## src/rtl/apAdderPkg.sv

```systemverilog
package apAdderPkg;

  // number of prefix levels in the sparse tree: up-sweep then down-sweep
  function automatic int levelCount(input int logW);
    return (logW < 1) ? 0 : 2 * logW - 1;
  endfunction

  // distance from a cell's own column to its lower-order partner column
  function automatic int spanOf(input int lvl, input int logW);
    int d;
    d = (lvl <= logW) ? lvl : 2 * logW - lvl;
    return 1 << (d - 1);
  endfunction

  // does level lvl hold a combine cell in column col
  function automatic bit isCell(input int lvl, input int col, input int logW);
    int d;
    if (lvl <= logW) begin
      d = lvl;
      return ((col + 1) % (1 << d)) == 0;
    end
    d = 2 * logW - lvl;
    return (col >= (1 << d)) && (((col + 1) % (1 << d)) == (1 << (d - 1)));
  endfunction

  // level that last wrote column col at or below level lvl (0 = per-bit stage)
  function automatic int srcLevel(input int lvl, input int col, input int logW);
    int src;
    src = 0;
    for (int l = 1; l <= lvl; l++)
      if (isCell(l, col, logW)) src = l;
    return src;
  endfunction

  // no later cell in this column: the cell is the column's carry node
  function automatic bit isFinal(input int lvl, input int col, input int logW);
    for (int l = lvl + 1; l <= levelCount(logW); l++)
      if (isCell(l, col, logW)) return 1'b0;
    return 1'b1;
  endfunction

  // values written at odd levels are true form; level 0 and even levels are complemented
  function automatic bit trueForm(input int lvl);
    return (lvl % 2) == 1;
  endfunction

endpackage

```

## src/rtl/pgInvGen.sv

```systemverilog
module pgInvGen #(
  parameter int WIDTH = 64
) (
  input  logic [WIDTH-1:0] opA,
  input  logic [WIDTH-1:0] opB,
  output logic [WIDTH-1:0] genN,
  output logic [WIDTH-1:0] propN
);
  // active-low per-bit generate (NAND) and propagate (XNOR)
  for (genvar i = 0; i < WIDTH; i++) begin : gBit
    assign genN[i]  = ~(opA[i] & opB[i]);
    assign propN[i] = ~(opA[i] ^ opB[i]);
  end
endmodule

```

## src/rtl/fullCell.sv

```systemverilog
module fullCell #(
  parameter bit ODD_LV = 1'b1
) (
  input  logic gHi,
  input  logic pHi,
  input  logic gLo,
  input  logic pLo,
  output logic gOut,
  output logic pOut
);
  if (ODD_LV) begin : gOdd
    // complemented in, true out
    assign gOut = ~(gHi & (pHi | gLo));
    assign pOut = ~(pHi | pLo);
  end else begin : gEven
    // true in, complemented out
    assign gOut = ~(gHi | (pHi & gLo));
    assign pOut = ~(pHi & pLo);
  end
endmodule

```

## src/rtl/reducedCell.sv

```systemverilog
module reducedCell #(
  parameter bit ODD_LV = 1'b1
) (
  input  logic gHi,
  input  logic pHi,
  input  logic gLo,
  output logic gOut
);
  if (ODD_LV) begin : gOdd
    assign gOut = ~(gHi & (pHi | gLo));
  end else begin : gEven
    assign gOut = ~(gHi | (pHi & gLo));
  end
endmodule

```

## src/rtl/prefixNet.sv

```systemverilog
module prefixNet
  import apAdderPkg::*;
#(
  parameter int WIDTH = 64
) (
  input  logic [WIDTH-1:0] genN,
  input  logic [WIDTH-1:0] propN,
  output logic [WIDTH-1:0] carryRaw
);
  localparam int LOGW   = $clog2(WIDTH);
  localparam int LEVELS = levelCount(LOGW);

  logic [WIDTH-1:0] gLv [0:LEVELS];
  logic [WIDTH-1:0] pLv [0:LEVELS];

  assign gLv[0] = genN;
  assign pLv[0] = propN;

  for (genvar lv = 1; lv <= LEVELS; lv++) begin : gLevel
    for (genvar col = 0; col < WIDTH; col++) begin : gCol
      if (isCell(lv, col, LOGW)) begin : gNode
        localparam int  LO      = col - spanOf(lv, LOGW);
        localparam bit  WANT_T  = trueForm(lv - 1);
        // restoration where the source level has the cell's own parity
        localparam bit  HI_FLIP = trueForm(srcLevel(lv - 1, col, LOGW)) != WANT_T;
        localparam bit  LO_FLIP = trueForm(srcLevel(lv - 1, LO, LOGW)) != WANT_T;
        localparam bit  ODD     = trueForm(lv);
        logic gHi, pHi, gLo;
        assign gHi = gLv[lv-1][col] ^ HI_FLIP;
        assign pHi = pLv[lv-1][col] ^ HI_FLIP;
        assign gLo = gLv[lv-1][LO]  ^ LO_FLIP;
        if (isFinal(lv, col, LOGW)) begin : gRed
          reducedCell #(.ODD_LV(ODD)) uCell (
            .gHi(gHi), .pHi(pHi), .gLo(gLo), .gOut(gLv[lv][col])
          );
          // group propagate of a finished column is never read again
          assign pLv[lv][col] = pLv[lv-1][col];
        end else begin : gFull
          logic pLo;
          assign pLo = pLv[lv-1][LO] ^ LO_FLIP;
          fullCell #(.ODD_LV(ODD)) uCell (
            .gHi(gHi), .pHi(pHi), .gLo(gLo), .pLo(pLo),
            .gOut(gLv[lv][col]), .pOut(pLv[lv][col])
          );
        end
      end else begin : gPass
        assign gLv[lv][col] = gLv[lv-1][col];
        assign pLv[lv][col] = pLv[lv-1][col];
      end
    end
  end

  assign carryRaw = gLv[LEVELS];
endmodule

```

## src/rtl/sumForm.sv

```systemverilog
module sumForm
  import apAdderPkg::*;
#(
  parameter int WIDTH = 64
) (
  input  logic [WIDTH-1:0] propN,
  input  logic [WIDTH-1:0] carryRaw,
  output logic [WIDTH-1:0] sumOut,
  output logic [WIDTH-1:0] carryTrue
);
  localparam int LOGW   = $clog2(WIDTH);
  localparam int LEVELS = levelCount(LOGW);

  for (genvar col = 0; col < WIDTH; col++) begin : gCol
    localparam bit CT = trueForm(srcLevel(LEVELS, col, LOGW));
    assign carryTrue[col] = CT ? carryRaw[col] : ~carryRaw[col];
    if (col == 0) begin : gLsb
      assign sumOut[col] = ~propN[col];
    end else begin : gUp
      localparam bit PT = trueForm(srcLevel(LEVELS, col - 1, LOGW));
      if (PT) begin : gTrueC
        assign sumOut[col] = ~(propN[col] ^ carryRaw[col-1]);
      end else begin : gCompC
        assign sumOut[col] = propN[col] ^ carryRaw[col-1];
      end
    end
  end
endmodule

```

## src/rtl/apPrefixAdder.sv

```systemverilog
module apPrefixAdder #(
  parameter int WIDTH = 64
) (
  input  logic [WIDTH-1:0] opA,
  input  logic [WIDTH-1:0] opB,
  output logic [WIDTH-1:0] sumOut,
  output logic             carryOut
);
  logic [WIDTH-1:0] genN, propN, carryRaw, carryTrue;

  pgInvGen #(.WIDTH(WIDTH)) uPg (
    .opA(opA), .opB(opB), .genN(genN), .propN(propN)
  );

  prefixNet #(.WIDTH(WIDTH)) uNet (
    .genN(genN), .propN(propN), .carryRaw(carryRaw)
  );

  sumForm #(.WIDTH(WIDTH)) uSum (
    .propN(propN), .carryRaw(carryRaw), .sumOut(sumOut), .carryTrue(carryTrue)
  );

  assign carryOut = carryTrue[WIDTH-1];
endmodule

```

## config.mk

```make
export PLATFORM = sky130hd
export DESIGN_NAME = apPrefixAdder
export DESIGN_NICKNAME = d
export VERILOG_FILES = /design/src/rtl/apAdderPkg.sv /design/src/rtl/pgInvGen.sv /design/src/rtl/fullCell.sv /design/src/rtl/reducedCell.sv /design/src/rtl/prefixNet.sv /design/src/rtl/sumForm.sv /design/src/rtl/apPrefixAdder.sv
export SDC_FILE = /design/constraint.sdc
export NUM_CORES = 1
export LEC_CHECK = 0
export BUFFER_PORTS_ARGS = -buffer_cell sky130_fd_sc_hd__buf_4
export CORE_UTILIZATION = 40
export DETAILED_ROUTE_END_ITERATION = 16
export PLACE_DENSITY = 0.77
export SKIP_LAST_GASP = 1
export SLEW_MARGIN = 25
export SYNTH_ARGS = -nofsm -noshare
export SYNTH_HDL_FRONTEND = slang
export SYNTH_SLANG_ARGS = --single-unit
```

## constraint.sdc

```tcl
create_clock -name vclk -period 3.62
set_input_delay 0.362 -clock vclk [all_inputs]
set_output_delay 0.362 -clock vclk [all_outputs]
set_load 0.05 [all_outputs]
```

Yosys cells after proc, flatten, opt, wreduce, memory -nomap -nowiden. Cells that the tools add are included.

Latch bits: 0. ROM bits: 0. Flip-flop bits (word level): 0. RAM bits: 0. Memories kept: 0.

Reduce and logical (&&, ||, !) cells: 0. $add $sub $neg: 0. Shift operators: 0. Multipliers: 0. Bitwise operators: 833. Order comparisons: 0. Eq/ne operators: 0. Div/mod/pow operators: 0. Muxes and demuxes: 0.

Operators by type and width (number): NOT 1 bit (345); bitwise AND 1 bit (202); OR 1 bit (159); XOR 1 bit (127).

Longest topological paths before layout. Gate-level depths: netlist (run 1).

Depth after elaboration: 33. Depth in mapped cells: 14. Gate-level depth less buffers: 14.

Modules after synthesis. A second synthesis (run 1) with hierarchy kept.

Cell total of the unflattened synthesis: 545. Area total of the unflattened synthesis: 3642.2 um^2.

By module, submodules not included: pgInvGen (seq. area each 0.0 um^2, times used 1, cells each 192, area an instance 1281.2 um^2); sumForm (seq. area each 0.0 um^2, times used 1, cells each 128, area an instance 953.4 um^2); fullCell (seq. area each 0.0 um^2, times used 57, cells each 2, area an instance 12.5 um^2); prefixNet (seq. area each 0.0 um^2, times used 1, cells each 48, area an instance 300.3 um^2); reducedCell at uNet.gLevel[11].gCol[10].gNode.gRed.uCell ... (seq. area each 0.0 um^2, times used 42, cells each 1, area an instance 5.0 um^2); reducedCell at uNet.gLevel[10].gCol[13].gNode.gRed.uCell ... (seq. area each 0.0 um^2, times used 21, cells each 1, area an instance 8.8 um^2).

Least setup slack after synthesis (run 1). No wires, ideal clock.

Path type: input port to output port. Start: input opA[0]. End: output sumOut[55]. Arrival: 3782 ps. Path buffers: 0. Path slack: -524 ps. Cell stages on the path: 14. Cells stage by stage: ha_1 > fa_1 > a21oi_1 > nor2_1 > o311ai_1 > a21oi_4 > o211ai_4 > o22ai_4 > nor2_1 > inv_2 > a21o_1 > a21o_1 > fa_1 > xor2_1.

Word-level cells in the longest chain between the ends: 29.

Ends and longest elaborated chain: from (decl) (line apPrefixAdder.sv:4) `input logic [WIDTH-1:0] opA,`; bitwise AND 1 bit (line pgInvGen.sv:11) `assign genN[i] = ~(opA[i] & opB[i]);`; NOT 1 bit (line pgInvGen.sv:11); OR 1 bit (line reducedCell.sv:10) `assign gOut = ~(gHi & (pHi | gLo));`; bitwise AND 1 bit (line reducedCell.sv:10); NOT 1 bit (line reducedCell.sv:10); bitwise AND 1 bit (line reducedCell.sv:12) `assign gOut = ~(gHi | (pHi & gLo));`; OR 1 bit (line reducedCell.sv:12); NOT 1 bit (line reducedCell.sv:12); [13 not listed]; bitwise AND 1 bit (line reducedCell.sv:12); OR 1 bit (line reducedCell.sv:12); NOT 1 bit (line reducedCell.sv:12); OR 1 bit (line reducedCell.sv:10); bitwise AND 1 bit (line reducedCell.sv:10); NOT 1 bit (line reducedCell.sv:10); XOR 1 bit (line sumForm.sv:22) `assign sumOut[col] = ~(propN[col] ^ carryRaw[col-1]);`; NOT 1 bit (line sumForm.sv:22); to (decl) (line apPrefixAdder.sv:6) `output logic [WIDTH-1:0] sumOut,`.

No other way between the ends.

Worst setup path after layout (run 1).
Start: input opB[0]. End: output sumOut[55].

Word-level cells in the longest chain between the ends: 29.

Ends and longest elaborated chain: from (decl) (line apPrefixAdder.sv:5) `input logic [WIDTH-1:0] opB,`; bitwise AND 1 bit (line pgInvGen.sv:11); NOT 1 bit (line pgInvGen.sv:11); OR 1 bit (line reducedCell.sv:10); bitwise AND 1 bit (line reducedCell.sv:10); NOT 1 bit (line reducedCell.sv:10); bitwise AND 1 bit (line reducedCell.sv:12); OR 1 bit (line reducedCell.sv:12); NOT 1 bit (line reducedCell.sv:12); [13 not listed]; bitwise AND 1 bit (line reducedCell.sv:12); OR 1 bit (line reducedCell.sv:12); NOT 1 bit (line reducedCell.sv:12); OR 1 bit (line reducedCell.sv:10); bitwise AND 1 bit (line reducedCell.sv:10); NOT 1 bit (line reducedCell.sv:10); XOR 1 bit (line sumForm.sv:22); NOT 1 bit (line sumForm.sv:22).

No other way between the ends.

==> out/metrics.csv, run 1 <==
metric,value,unit
status,"finished, final reports clean",
met1 wire length,3220,um
Leak,2.78,nW
vias per cell,4.98,
CP Launch Type,primary input,
register area share after synthesis,0,%
post-synth top area share,28.3,%
Post-Synth Adder-Cell Area,51.2,%
relative slew slack,75.3,%
final setup fails,0,
post-synthesis compound-gate area fraction,21.4,%
WP data required,3260,ps
initial core utilization,41.3,%
RSZ-0062 raised after global routing,yes,
largest family of logic cells by synthesized area,adder cells,
RePlAce Congestion,0.831,
slowest CP cell,fa_2,
placed cells,631,
"area leader, netlist",ha_1,
final core utilization,75.5,%
Post-DRT Antenna Nets,0,
max-slew violations,0,
CP max FO,4,
clkbuf count,0,
max frequency,0.277,GHz
most frequent cells after synthesis,"ha_1, inv_1, fa_1, a21o_1, a21oi_1",
routed vias,3185,
# Max-Cap Violations,0,
Total Routing Usage GR,22.0,%
CP max stage delay,380,ps
IO buf count,193,
DRC Markers,0,
Congestion Overflow GR,0,
worst setup path startpoint,opB[0],
seq_cells,0,
final critical-path share of the clock period,99.6,%
"Hold Violations, Final",0,
num rows,30,
n_diodes,0,
Post-Syn Instances,319,
Yosys Warn Count,0,
Die Ht,85.5,um
fin area,5100,um^2
hold path startpoint,opA[0],
Final TNS setup,0,ps
pwr/cell area,306,nW/um^2
first-pass GRT wire length,13400,um
CP Data Arrival Time,3240,ps
WL/cell,13.3,um
Layout Cells excl Fill,640,
Area growth syn-to-layout,82.9,%
most common cell in the netlist,ha_1,
WL met2,4670,um
# nets final,785,
crit end category,output pin,
top layer in use,met4,
Initial DRT Pass Iterations,4,
XOR/XNOR Fraction of Synth Area,9.74,%
initial drt markers,36,
hpwl dp,7560,um
Post-Synth Simple-Gate Area,10.2,%
fraction of layout cells with a size suffix above 1,52.3,%
CORE AREA,6760,um^2
crit path cell chain,buf_6 > ha_4 > fa_2 > a21oi_2 > nor2_2 > o311ai_4 > a21oi_4 > o211ai_4 > buf_6 > o22ai_4 > nor2_2 > inv_2 > a21o_1 > a21o_1 > fa_2 > xor2_4 > buf_6,
largest cells by area after synthesis,"ha_1, fa_1, inv_1, a21o_1, xor2_1",
Tmin final,3600,ps
vias in the first global route,3187,
most used cell along the critical path,buf_6,
worst setup path class,in -> out,
die width,85.5,um
Reg area,0,um^2
Synthesized Nets,542,
synthesized cell area,2790,um^2
largest net degree at the start of global routing,5,
"Avg Cell Area, Syn",8.74,um^2
cell family with the largest share of critical-path delay,compound AO/OA/AOI/OAI gates,
Unique masters post-synth,41,
met3 WL,487,um
initial antenna violation count,0,
buffer and inverter count on the worst path,4,
Hold Path Class,in -> out,
Post-CTS Hold Fix Bufs,0,
final wirelength,8490,um
DP Area,4790,um^2
die area,7310,um^2
mux contribution to synthesized area,0,%
Least-Margin Pin Slew,368,ps
IO Count,193,
VDD IR max,0.205,mV
final timing paths:
kind	endpoint	slack [ps]	depth (start not counted)
worst min-delay path	sumOut[0]	1090	3
worst max-delay path	sumOut[55]	20	17
what timing repair did:
action,in CTS,in global routing
endpoints found under the hold margin,0,0
setup buffers,8,2
pin swaps,23,17
endpoints found under the setup margin,29,30
gates resized for setup,32,18
power by group:
part,internal (mW),switching (mW)
Sequential,0,0
Combinational,0.603,0.955
Clock,0,0
logic make-up after synthesis:
| group | Yosys count |
|---|---|
| adder cells (fa/ha/maj) | 95 |
| XOR/XNOR | 31 |
| AO/OA/AOI/OAI | 81 |
| buffers and inverters | 55 |
| AND/OR/NAND/NOR | 57 |
routing by layer:
metal / global-route usage, % / vias to the layer above
met5: 0 / -
met4: 2.42 / 0
met3: 2.31 / 8
met2: 44.4 / 101
met1: 25.5 / 1493
li1: - / 1583
cell usage in the layout (no fill, tap or decap), types with 8 or more instances in the layout:
cell,netlist,layout
buf_4,0,220
fa_2,0,8
a21o_1,25,25
inv_1,54,54
a21oi_1,24,20
fa_1,32,24
nand2_1,19,19
ha_1,63,57
buf_6,0,21
nand4_1,8,8
xnor2_1,15,13
cell type report:
type,count,area (um^2)
Inverter,55,206
Timing Repair Buffer,241,1890
Fill cell,506,1660
Multi-Input combinational cell,264,2910
Tap cell,80,100
stage by stage:
| stage | hold WS [ps] | worst slack, ps | total power [mW] |
|---|---|---|---|
| floorplan | 1070 | -32.8 | 1.00 |
| global placement | 1100 | -245 | 1.46 |
| detailed placement | 1090 | -349 | 1.48 |
| CTS | 1090 | -67.4 | 1.54 |
| global route | 1100 | -96.7 | 1.65 |
| finish | 1090 | 16.0 | 1.56 |
(Power assumes the default switching activity.)
==> run 2: changes to the inputs <==
--- a/config.mk
+++ b/config.mk
@@ -6,9 +6,9 @@
 export NUM_CORES = 1
 export LEC_CHECK = 0
 export BUFFER_PORTS_ARGS = -buffer_cell sky130_fd_sc_hd__buf_4
-export CORE_UTILIZATION = 40
+export CORE_UTILIZATION = 44
 export DETAILED_ROUTE_END_ITERATION = 16
-export PLACE_DENSITY = 0.77
+export PLACE_DENSITY = 0.81
 export SKIP_LAST_GASP = 1
 export SLEW_MARGIN = 25
 export SYNTH_ARGS = -nofsm -noshare
==> constraint.sdc (replaced) <==
create_clock -name vclk -period 3.9
set_input_delay 0.39 -clock vclk [all_inputs]
set_output_delay 0.39 -clock vclk [all_outputs]
set_load 0.05 [all_outputs]
==> run 2 against run 1 <==
  * First-iteration DRC count grew 25%
  * Global-route usage grew 1.8 points
  * Critical path depth shrank 4
  * Flip-flop and latch count is the same
  * Die area shrank 8.9%
  * Cell count shrank 6.6%
  * Worst setup slack gained 140 ps
  * Utilization shrank 0.56 points
  * Non-clock buffer count shrank 37
  * Via count shrank 5.0%
  * Sequential share of layout area is the same
  * Routed wire length shrank 5.7%
  * Critical path type unchanged
  * Critical endpoint is now sumOut[62]
  * Largest cell class unchanged
==> out/metrics.csv, run 2 (synthesized netlist as in run 1, its figures left out) <==
metric,value,unit,change
status,"finished, final reports clean",,
Die Ht,81.6,um,-4.5%
CORE AREA,6030,um^2,-11%
Fill cells,466,,-7.9%
num rows,28,,-6.7%
Reg area,0,um^2,unchanged
Area growth syn-to-layout,61.9,%,
# nets final,748,,-4.7%
Total Routing Usage GR,23.8,%,+1.8 points
seq_cells,0,,unchanged
RePlAce Congestion,0.871,,+4.8%
routed vias,3026,,-5.0%
IO Count,193,,unchanged
final critical-path share of the clock period,96.1,%,
hpwl dp,7550,um,-0.19%
clkbuf count,0,,unchanged
final wirelength,8010,um,-5.7%
first-pass GRT wire length,12800,um,-4.6%
fin area,4510,um^2,-11%
die area,6660,um^2,-8.9%
vias in the first global route,3101,,-2.7%
initial antenna violation count,0,,unchanged
Leak,2.54,nW,-8.6%
Post-DRT Antenna Nets,0,,unchanged
Hold Path Class,in -> out,,
fraction of layout cells with a size suffix above 1,44.4,%,-8.0 points
Total Power,1.32,mW,-15%
WL/cell,13.4,um,+0.91%
max frequency,0.267,GHz,
vias per cell,5.06,,+1.7%
"Hold Violations, Final",0,,unchanged
crit end category,output pin,,
"commonest non-fill, non-tap cell in the layout",buf_4,,
WP data required,3510,ps,+250 ps
die width,81.6,um,-4.5%
Tmin final,3750,ps,
CP Launch Type,primary input,,
Initial DRT Pass Iterations,4,,unchanged
PnR worst setup slack,152,ps,+136 ps
"commonest non-fill, non-tap cells in the layout","buf_4, ha_1, inv_1",,
Least-Margin Pin Slew,446,ps,+78.2 ps
hold_ws,1150,ps,+66.1 ps
largest net degree at the start of global routing,6,,+1
max-slew violations,0,,unchanged
n_diodes,0,,unchanged
pwr/cell area,292,nW/um^2,-4.4%
CP max FO,4,,unchanged
VDD IR max,0.219,mV,+6.6%
Congestion Overflow GR,0,,unchanged
DRC Markers,0,,unchanged
initial core utilization,46.3,%,+5.0 points
CP Data Arrival Time,3360,ps,+120 ps
relative slew slack,70.3,%,-5.0 points
multi-input logic area,2680,um^2,-7.9%
initial drt markers,45,,+25%
pre-CTS setup slack,-161,ps,+188 ps
# Max-Cap Violations,0,,unchanged
RSZ-0062 raised after global routing,no,,
final setup fails,0,,unchanged
worst setup path class,in -> out,,
DP Area,4470,um^2,-6.7%
IO buf count,193,,unchanged
==> run 2: layer usage <==
layer,vias to the layer above,wire length (um),track usage [%]
li1,1511,-,-
met1,1395,2830,25.5
met2,110,4470,49.3
met3,10,579,3.11
met4,0,125,3.68
met5,-,0,0
==> run 2: area by class of cell <==
cell class,count,share of cell area [%]
inverters,55,4.57
multi-input cells,264,59.3
well taps,75,2.08
repair buffers,204,34.1
==> run 2: path summary, 6_finish.rpt <==
kind | to | depth (start not counted) | slack, ps | from
min | sumOut[0] | 3 | 1150 | opB[0]
max | sumOut[62] | 13 | 150 | opA[29]
==> run 2: worst max-delay path, cell delays in order <==
cell and delay [ps]:
buf_4 110, ha_1 340, nand4_1 120, or2_1 260, or4_4 510, a21oi_4 160, o211ai_4 120, o22ai_4 190
buf_4 160, a211oi_2 60, nor3_1 250, fa_2 470, buf_4 200
==> run 2: metrics by stage <==
stage	utilization, %	std cells	setup TNS (ps)
final	74.9	598	0
after global routing	74.9	598	0
after CTS	74.4	597	0
after detailed placement	74.1	597	-193
after global placement	74.1	597	-83.5
after floorplan	-	319	-80.1
==> run 2: power breakdown <==
part | switching, mW | internal (mW)
clock | 0 | 0
combinational | 0.848 | 0.470
sequential | 0 | 0
==> run 2: timing repair <==
item | 4_1_cts | 5_1_grt
hold buffers | 0 | 0
gates resized for setup | 5 | 6
setup buffers | 0 | 1
endpoints found under the setup margin | 4 | 15
pin swaps | 2 | 2
==> run 3: changes to the inputs <==
--- a/config.mk
+++ b/config.mk
@@ -8,7 +8,7 @@
 export BUFFER_PORTS_ARGS = -buffer_cell sky130_fd_sc_hd__buf_4
 export CORE_UTILIZATION = 44
 export DETAILED_ROUTE_END_ITERATION = 16
-export PLACE_DENSITY = 0.81
+export PLACE_DENSITY = 0.95
 export SKIP_LAST_GASP = 1
 export SLEW_MARGIN = 25
 export SYNTH_ARGS = -nofsm -noshare
==> run 3 against run 2 <==
  * Critical path depth increased by 4
  * Hold slack gained 15 ps
  * Routed wire length grew 9.9%
  * Fmax decreased by 0.40%
  * Critical endpoint is now sumOut[55]
  * Sequential share of layout area stayed put
  * Flip-flop and latch count did not move
  * Total power up 1.4%
  * Critical path type unchanged
  * Non-clock buffer count is 1 higher
  * Global-route usage grew 2.5 points
  * First-iteration DRC count fell by 4.4%
==> out/metrics.csv, run 3 (synthesized netlist as in run 1, its figures left out) <==
metric,value,unit,change
final core utilization,75.2,%,+0.33 points
Die Ht,81.6,um,unchanged
RSZ-0062 raised after global routing,yes,,
relative slew slack,68.2,%,-2.0 points
largest net degree at the start of global routing,6,,unchanged
Area growth syn-to-layout,62.6,%,
pwr/cell area,295,nW/um^2,+0.92%
VDD IR max,0.222,mV,+1.6%
max frequency,0.266,GHz,-0.40%
CP max FO,3,,-1
# Max-Cap Violations,0,,unchanged
vias in the first global route,3347,,+7.9%
Total Routing Usage GR,26.3,%,+2.5 points
CORE AREA,6030,um^2,unchanged
Flop pwr share,0,%,unchanged
Least-Margin Pin Slew,473,ps,+26.6 ps
vias per cell,5.23,,+3.3%
"Hold Violations, Final",0,,unchanged
WL/cell,14.7,um,+9.7%
Hold Path Class,in -> out,,
CP Data Arrival Time,3370,ps,about the same
Net Sw Power,0.861,mW,+1.5%
# nets final,749,,+0.13%
initial core utilization,46.3,%,unchanged
Tmin final,3760,ps,+15.2 ps
worst setup path class,in -> out,,
final critical-path share of the clock period,96.5,%,+0.39 points
status,"finished, final reports clean",,
"commonest non-fill, non-tap cell in the layout",buf_4,,
combinational power share,100.0,%,about the same
Reg area,0,um^2,unchanged
final wirelength,8800,um,+9.9%
pre-CTS setup slack,-124,ps,+37.3 ps
seq_cells,0,,unchanged
PnR worst setup slack,137,ps,-15.2 ps
hpwl dp,8190,um,+8.5%
RePlAce Congestion,0.810,,-7.0%
IO buf count,193,,unchanged
switching share of power,64.4,%,about the same
Initial DRT Pass Iterations,4,,unchanged
Leak,2.54,nW,+0.26%
routed vias,3132,,+3.5%
"commonest non-fill, non-tap cells in the layout","buf_4, ha_1, inv_1",,
clkbuf count,0,,unchanged
n_diodes,0,,unchanged
Post-CTS Hold Fix Bufs,0,,unchanged
Fill cells,416,,-11%
Clock Power Share,0,%,unchanged
DRC Markers,0,,unchanged
WP data required,3510,ps,about the same
internal power,0.476,mW,+1.2%
first-pass GRT wire length,13900,um,+8.9%
final setup fails,0,,unchanged
initial antenna violation count,0,,unchanged
initial drt markers,43,,-4.4%
CP Launch Type,primary input,,
fraction of layout cells with a size suffix above 1,44.8,%,+0.49 points
Congestion Overflow GR,0,,unchanged
hold_ws,1170,ps,+14.5 ps
die width,81.6,um,unchanged
Final TNS setup,0,ps,unchanged
die area,6660,um^2,unchanged
Post-DRT Antenna Nets,0,,unchanged
max-slew violations,0,,unchanged
Total Power,1.34,mW,+1.4%
IO Count,193,,unchanged
crit end category,output pin,,
num rows,28,,unchanged
[run 3: path summary, 6_finish.rpt]
kind / startpoint / end / slack [ps] / depth (start not counted)
max: opA[0] / sumOut[55] / 140 / 17
min: opB[0] / sumOut[0] / 1170 / 3
[run 3: metal layers]
metal / wire length, um / share of wire, % / track usage, %
met4: 435 / 4.9 / 11.4
met2: 4810 / 55 / 52.9
met1: 3040 / 35 / 27.2
met5: 0 / 0 / 0
met3: 508 / 5.8 / 2.44
[run 3: cell type report]
type	count	area (um^2)	share of cell area (%)
multi-input cells	264	2690	59.3
repair buffers	205	1550	34.1
inverters	55	206	4.55
well taps	75	93.8	2.07
[run 3: worst max-delay path, stage by stage]
cell and delay, ps:
buf_4 110, ha_1 200, fa_2 360, a21oi_2 140
nor2_1 70, o311ai_1 260, buf_4 170, a21oi_4 60
o211ai_4 220, o22ai_4 130, nor2_4 110, inv_2 40
a21o_1 170, a21o_1 180, fa_2 370, xor2_2 190
buf_6 180
[run 3: stage by stage]
step / area (um^2) / std cells
after CTS: 4490 / 599
after floorplan: 2850 / 319
after global placement: 4470 / 598
after detailed placement: 4470 / 598
after global routing: 4530 / 599
final: 4530 / 599
[run 3: repair_timing]
item,CTS,global route
gates resized for setup,4,10
buffers inserted,1,0
pin swaps,1,1
setup endpoints to repair,5,10
[run 3: power groups by stage]
stage / Combinational [mW] / Clock, mW / Sequential, mW
floorplan: 0.906 / 0 / 0
global placement: 1.28 / 0 / 0
detailed placement: 1.32 / 0 / 0
CTS: 1.33 / 0 / 0
global route: 1.43 / 0 / 0
finish: 1.34 / 0 / 0
